==> src/rtl/fwd_pkg.sv <==
package fwd_pkg;
  typedef enum logic [1:0] {
    SRC_RF  = 2'b00,
    SRC_MWB = 2'b01,
    SRC_EXM = 2'b10
  } src_sel_e;
endpackage

==> src/rtl/fwd_wb_value.sv <==
module fwd_wb_value #(
  parameter int XLEN = 32
) (
  input  logic [XLEN-1:0] alu_i,
  input  logic [XLEN-1:0] ld_i,
  input  logic            m2r_i,
  output logic [XLEN-1:0] val_o
);
  always_comb begin
    val_o = m2r_i ? ld_i : alu_i;
    p_load_pick_r7: assert (!m2r_i || val_o == ld_i)
      else $error("load data not chosen");
  end
endmodule

==> src/rtl/fwd_operand_sel.sv <==
module fwd_operand_sel
  import fwd_pkg::*;
#(
  parameter int AW = 5
) (
  input  logic [AW-1:0] src_i,
  input  logic [AW-1:0] exm_dst_i,
  input  logic          exm_we_i,
  input  logic [AW-1:0] mwb_dst_i,
  input  logic          mwb_we_i,
  output src_sel_e      sel_o
);
  logic exm_hit, mwb_hit;

  always_comb begin
    exm_hit = exm_we_i && (exm_dst_i != '0) && (exm_dst_i == src_i);
    mwb_hit = mwb_we_i && (mwb_dst_i != '0) && (mwb_dst_i == src_i);
    // youngest producer first
    if (exm_hit)      sel_o = SRC_EXM;
    else if (mwb_hit) sel_o = SRC_MWB;
    else              sel_o = SRC_RF;

    p_code_r9: assert (sel_o == SRC_RF || sel_o == SRC_MWB || sel_o == SRC_EXM)
      else $error("illegal select code");
    p_zero_r5: assert (sel_o == SRC_RF || src_i != '0)
      else $error("register 0 forwarded");
    p_exm_we_r6: assert (sel_o != SRC_EXM || exm_we_i)
      else $error("EX/MEM forwarded without write enable");
    p_mwb_we_r6: assert (sel_o != SRC_MWB || mwb_we_i)
      else $error("MEM/WB forwarded without write enable");
    p_youngest_r4: assert (!(exm_we_i && exm_dst_i == src_i && src_i != '0)
                           || sel_o == SRC_EXM)
      else $error("EX/MEM lost priority");
    p_mwb_match_r3: assert (sel_o != SRC_MWB || (mwb_dst_i == src_i && exm_dst_i != src_i)
                            || !exm_we_i)
      else $error("MEM/WB chosen over a live EX/MEM match");
  end
endmodule

==> src/rtl/fwd_operand_mux.sv <==
module fwd_operand_mux
  import fwd_pkg::*;
#(
  parameter int XLEN = 32
) (
  input  src_sel_e        sel_i,
  input  logic [XLEN-1:0] rf_i,
  input  logic [XLEN-1:0] exm_i,
  input  logic [XLEN-1:0] mwb_i,
  output logic [XLEN-1:0] opnd_o
);
  always_comb begin
    unique case (sel_i)
      SRC_EXM: opnd_o = exm_i;
      SRC_MWB: opnd_o = mwb_i;
      default: opnd_o = rf_i;
    endcase
    p_exm_pass_r2: assert (sel_i != SRC_EXM || opnd_o == exm_i)
      else $error("EX/MEM value not passed");
    p_rf_pass_r1: assert (sel_i != SRC_RF || opnd_o == rf_i)
      else $error("register-file value not passed");
  end
endmodule

==> src/rtl/fwd_unit.sv <==
module fwd_unit
  import fwd_pkg::*;
#(
  parameter int AW   = 5,
  parameter int XLEN = 32
) (
  input  logic [AW-1:0]   src_a_i,
  input  logic [AW-1:0]   src_b_i,
  input  logic [AW-1:0]   exm_dst_i,
  input  logic            exm_we_i,
  input  logic [XLEN-1:0] exm_res_i,
  input  logic [AW-1:0]   mwb_dst_i,
  input  logic            mwb_we_i,
  input  logic [XLEN-1:0] mwb_alu_i,
  input  logic [XLEN-1:0] mwb_ld_i,
  input  logic            mwb_m2r_i,
  input  logic [XLEN-1:0] rf_a_i,
  input  logic [XLEN-1:0] rf_b_i,
  output logic [1:0]      sel_a_o,
  output logic [1:0]      sel_b_o,
  output logic [XLEN-1:0] opnd_a_o,
  output logic [XLEN-1:0] opnd_b_o
);
  localparam int NSRC = 2;

  logic [XLEN-1:0] mwb_val;
  logic [AW-1:0]   src   [NSRC];
  logic [XLEN-1:0] rf    [NSRC];
  logic [XLEN-1:0] opnd  [NSRC];
  src_sel_e        sel   [NSRC];

  assign src[0] = src_a_i;
  assign src[1] = src_b_i;
  assign rf[0]  = rf_a_i;
  assign rf[1]  = rf_b_i;

  fwd_wb_value #(.XLEN(XLEN)) u_wbv (
    .alu_i (mwb_alu_i),
    .ld_i  (mwb_ld_i),
    .m2r_i (mwb_m2r_i),
    .val_o (mwb_val)
  );

  for (genvar g = 0; g < NSRC; g++) begin : g_opnd
    fwd_operand_sel #(.AW(AW)) u_sel (
      .src_i     (src[g]),
      .exm_dst_i (exm_dst_i),
      .exm_we_i  (exm_we_i),
      .mwb_dst_i (mwb_dst_i),
      .mwb_we_i  (mwb_we_i),
      .sel_o     (sel[g])
    );
    fwd_operand_mux #(.XLEN(XLEN)) u_mux (
      .sel_i  (sel[g]),
      .rf_i   (rf[g]),
      .exm_i  (exm_res_i),
      .mwb_i  (mwb_val),
      .opnd_o (opnd[g])
    );
  end

  assign sel_a_o  = sel[0];
  assign sel_b_o  = sel[1];
  assign opnd_a_o = opnd[0];
  assign opnd_b_o = opnd[1];
endmodule

==> config.mk <==
export PLATFORM = sky130hd
export DESIGN_NAME = fwd_unit
export DESIGN_NICKNAME = d
export VERILOG_FILES = /design/src/rtl/fwd_pkg.sv /design/src/rtl/fwd_wb_value.sv /design/src/rtl/fwd_operand_sel.sv /design/src/rtl/fwd_operand_mux.sv /design/src/rtl/fwd_unit.sv
export SDC_FILE = /design/constraint.sdc
export NUM_CORES = 1
export LEC_CHECK = 0
export ABC_AREA = 1
export BUFFER_PORTS_ARGS = -buffer_cell sky130_fd_sc_hd__clkbuf_2
export CAP_MARGIN = 20
export CORE_AREA = 2 2 98 100
export DETAILED_ROUTE_END_ITERATION = 8
export DIE_AREA = 0 0 100 102
export PLACE_DENSITY = 0.65
export SYNTH_ARGS = -nofsm -noshare
export SYNTH_HDL_FRONTEND = slang
export SYNTH_SLANG_ARGS = --single-unit
==> constraint.sdc <==
create_clock -name vclk -period 1.4
set_clock_uncertainty 0.1 [all_clocks]
set_input_delay 0.21 -clock vclk [all_inputs]
set_output_delay 0.21 -clock vclk [all_outputs]
set_load 0.005 [all_outputs]
# Yosys cells after proc, flatten, opt, wreduce, memory -nomap -nowiden
# Cells that the tools add are included.
[classes]
eq_ne = 8
n_mux = 7
reduce_logical = 8
[ops]
columns = ["cell", "count"]
rows = [
  ["case mux 32 bit (2 select lines)", 2],
  ["2-to-1 mux 32 bit", 1],
  ["equality test 5 bit", 4],
  ["nonzero test 5 bit", 2],
  ["logical AND 1 bit", 6],
  ["equality test 2 x 1 -> 1 bit (second input constant)", 2],
  ["equality test 2 bit (second input constant)", 2],
  ["2-to-1 mux 2 bit", 2],
  ["2-to-1 mux 1 bit", 2],
]
[word_totals]
regBits = 0
input_bits = 183
out_inout_bits = 68
elab_cells = 23

# Depth between registers and ports, before layout
[logic_depth]
word_depth = 7
mapped_depth = 10
depth_no_buf = 9

# Hierarchy
# From an unflattened synthesis, not the netlist that was laid out.
[unflattened]
cells_unflattened = 626
area_unflattened_um2 = 2691.3
[modules_own_cells]
columns = ["module", "instances", "cells_per_inst", "area_per_inst_um2", "seq_area_each_um2"]
rows = [
  ["fwd_operand_mux", 2, 210, 878.3, 0.0],
  ["fwd_wb_value", 1, 104, 491.7, 0.0],
  ["fwd_operand_sel", 2, 51, 221.5, 0.0],
]

# Least setup slack after synthesis
# OpenSTA, ideal clock, no wires.
[synth_path]
path_type = "in2out"
from = "input mwb_dst_i[0]"
to = "output opnd_b_o[15]"
t_arrival_ns = 1.122
required_time_ns = 1.090
setup_slack_ns = -0.032
cell_stages = 9
n_path_buf = 2
path_cell_list = "buf_2 nor2_1 nand3_1 nand2_2 inv_2 nand3_2 buf_4 nand3_1 nand3_1"
[synth_between]
elab_chain_cells = 7
elab_cells_between_ends = 9
cone_classes = "eq/ne (3); mux (3); reduce/logical (3)"
[synth_rtl]
columns = ["element", "line_no", "source"]
rows = [
  ["from (decl)", "fwd_unit.sv:12", "input logic [AW-1:0] mwb_dst_i,"],
  ["nonzero test 5 bit", "fwd_operand_sel.sv:17", "mwb_hit = mwb_we_i && (mwb_dst_i != '0) && (mwb_dst_i == src_i);"],
  ["logical AND 1 bit", "fwd_operand_sel.sv:17", ""],
  ["logical AND 1 bit (*)", "fwd_operand_sel.sv:17", ""],
  ["2-to-1 mux 1 bit (*)", "fwd_operand_sel.sv:20", "else if (mwb_hit) sel_o = SRC_MWB;"],
  ["2-to-1 mux 2 bit (*)", "fwd_operand_sel.sv:19", "if (exm_hit) sel_o = SRC_EXM;"],
  ["equality test 2 x 1 -> 1 bit or equality test 2 bit (tied branches)", "fwd_operand_mux.sv:13", "unique case (sel_i)"],
  ["case mux 32 bit (2 select lines) (*)", "fwd_operand_mux.sv:13", ""],
  ["to (decl)", "fwd_unit.sv:22", "output logic [XLEN-1:0] opnd_b_o"],
]
# Mark *: on every way between the ends. The rest lies on a longest branch, timed or not.

# Final worst setup path
[layout_path]
from = "input exm_dst_i[0]"
to = "output opnd_a_o[5]"
[layout_between]
elab_chain_cells = 6
elab_cells_between_ends = 8
cone_classes = "eq/ne (3); mux (2); reduce/logical (3)"
[layout_rtl]
columns = ["element", "line_no", "source"]
rows = [
  ["from (decl)", "fwd_unit.sv:9", "input logic [AW-1:0] exm_dst_i,"],
  ["nonzero test 5 bit", "fwd_operand_sel.sv:16", "exm_hit = exm_we_i && (exm_dst_i != '0) && (exm_dst_i == src_i);"],
  ["logical AND 1 bit", "fwd_operand_sel.sv:16", ""],
  ["logical AND 1 bit (*)", "fwd_operand_sel.sv:16", ""],
  ["2-to-1 mux 2 bit (*)", "fwd_operand_sel.sv:19", ""],
  ["equality test 2 x 1 -> 1 bit or equality test 2 bit (tied branches)", "fwd_operand_mux.sv:13", ""],
  ["case mux 32 bit (2 select lines) (*)", "fwd_operand_mux.sv:13", ""],
  ["to (decl)", "fwd_unit.sv:21", "output logic [XLEN-1:0] opnd_a_o,"],
]
# Marked as above.

==> results.json <==
{
  "synth.lib_cells_used.distinct": 17,
  "fmax_mhz": 566.0,
  "yosysSeqAreaShare_pct": 0,
  "worst-path-max-fanout": 8,
  "hold_path_class": "in -> out",
  "hp-start": "exm_res_i[0]",
  "design_area_um2": 5338,
  "dieHeight_um": 102,
  "grt_pass1_vias": 3798,
  "hold_ws_ns": 0.6127,
  "gp_congestion": 0.9054,
  "fin_nets": 876,
  "syn_area_per_cell_um2": 5.385,
  "end_kind": "output port",
  "routed_wl_um": 14390,
  "pin_count": 251,
  "outcome": "finished with violations",
  "dpl.cell_count": 771,
  "gr-total-overflow": 0,
  "grt_max_degree": 39,
  "synth.cell_area_um2": 2305,
  "core-area_um2": 9109,
  "antenna_found_initial": 0,
  "diodes": 0,
  "track_usage_pct": 20.89,
  "min_period_ns": 1.767,
  "die_x_um": 100,
  "critPathArrivalTime_ns": 1.46,
  "place_area_um2": 3831,
  "start_util_pct": 25.30,
  "rows": 35,
  "setup_viol": 68,
  "final_cells": 802,
  "synth_warnings": 0,
  "syn-num-nets": 611,
  "clkbuf_count": 0,
  "tightest_slew_ns": 0.1952,
  "dieArea_um2": 10200,
  "wire_per_inst_um": 17.94,
  "path_class": "in -> out",
  "cpMaxStageDelayCell": "buf_12",
  "cellPowerDensity_nw_per_um2": 238.8,
  "slew_headroom_pct": 86.94,
  "io_buffers": 251,
  "min_to": "opnd_a_o[0]",
  "violations": "setup timing",
  "setup_slack_ns": -0.3669,
  "drt-pass1-iter-count": 4,
  "drv_slew": 0,
  "drt-vias-per-instance": 5.368,
  "maxCapViolations": 0,
  "finalPower_w": 0.001275,
  "slowest_delay_ns": 0.16,
  "vias": 4305,
  "seq_cell_count": 0,
  "ir_worst_vdd_v": 0.0001465,
  "seq_area_um2": 0,
  "grt_pass1_wl_um": 17610,
  "period_share_pct": 126.2,
  "crit_required_ns": 1.09,
  "p_leak_nw": 2.831,
  "rsz0062_at_grt": "true",
  "postRouteAntennaNets": 0,
  "crit_chain": "buf_8 > xnor2_2 > nand2_1 > nor2_2 > nand3_4 > buf_6 > clkinv_8 > buf_12 > nand2_2 > nand3_1 > buf_2",
  "hold_viol_final": 0,
  "tns_ns": -21.58,
  "hold_depth": 4,
  "drive_above_1_share_pct": 70.04,
  "dp_hpwl_um": 9154,
  "crit_path_start_kind": "input port",
  "drc_errors": 0,
  "dr.first_iter.drc_count": 178,
  "area_growth_pct": 131.6,
  "postSynthCellCount": 428
}
==> cells in the mapped netlist <==
library cell / n / area share (%)
clkbuf_1: 1 / 0.16
buf_2: 17 / 3.7
nand3_2: 2 / 0.87
inv_2: 4 / 0.65
buf_6: 4 / 2.0
xnor2_1: 6 / 2.3
nand3_1: 198 / 43
inv_1: 14 / 2.3
nor2_1: 16 / 2.6
xor2_1: 6 / 2.3
mux2_2: 32 / 16
clkinv_1: 1 / 0.16
nor2b_1: 2 / 0.54
nand2_2: 1 / 0.27
nand2_1: 105 / 17
buf_4: 17 / 5.5
nor2_4: 2 / 0.98
==> cells by family after synthesis <==
family        after synthesis  synth area share (%)
simple gates              326                 65.36
mux                        32                 15.64
xor+xnor                   12                 4.560
buf+inv                    58                 14.44
==> timing repair <==
action	CTS	global route
pin swaps	10	44
gates cloned	4	16
buffers inserted	6	8
endpoints found under the setup margin	68	68
gates resized for setup	47	227
hold buffers	0	0
==> cell type report <==
cell class         instances  area, um^2
inverters                 19       93.84
multi-input cells        370        2736
fillers                  819        3771
repair buffers           302        2369
well taps                111       138.9
==> worst max path at each step <==
stage,cells after the start,startpoint,endpoint
finish,11,exm_dst_i[0],opnd_a_o[5]
global route,12,src_b_i[3],opnd_b_o[5]
CTS,10,src_b_i[1],opnd_b_o[24]
detailed placement,11,mwb_dst_i[0],opnd_b_o[5]
global placement,10,src_b_i[1],opnd_b_o[27]
floorplan,5,mwb_m2r_i,opnd_a_o[0]
==> power breakdown <==
part	total (W)	internal, W	leakage (nW)	switching, W
clock network	0	0	0	0
logic	0.00127	0.000675	2.83	0.000600
registers	0	0	0	0
total	0.00127	0.000675	2.83	0.000600
==> layer usage <==
layer  up-vias  global-route usage (%)  routed length, um
met5         -                       0                  0
met4         0                   4.215                277
met3        24                   2.394               1161
met2       258                   39.09               7449
met1      2016                   25.88               5498
li1       2007                       -                  -
==> layout by cell type (no fill, tap or decap), types with 9 or more instances in the layout <==
master,instances
buf_6,11
inv_2,9
nand2_2,21
buf_12,21
buf_4,14
nand3_2,63
clkbuf_16,16
clkbuf_2,198
nand2_4,17
nand3_4,14
nand2_1,68
nand3_1,123
mux2_2,32
nor2_2,10
buf_2,34
==> through the flow <==
stage	util, %	setup WS [ns]
finish	58.60	-0.3669
detailed placement	42.06	-0.3991
CTS	45.76	-0.3296
global placement	42.06	-0.3591
floorplan	-	-0.01567
global route	58.60	-0.4470
==> worst max-delay path, delay by kind of cell <==
family        cells  cell delay [ns]
simple gates      5             0.47
xor+xnor          1             0.15
buf+inv           5             0.62
No activity file was read; power rests on OpenSTA's default activity.
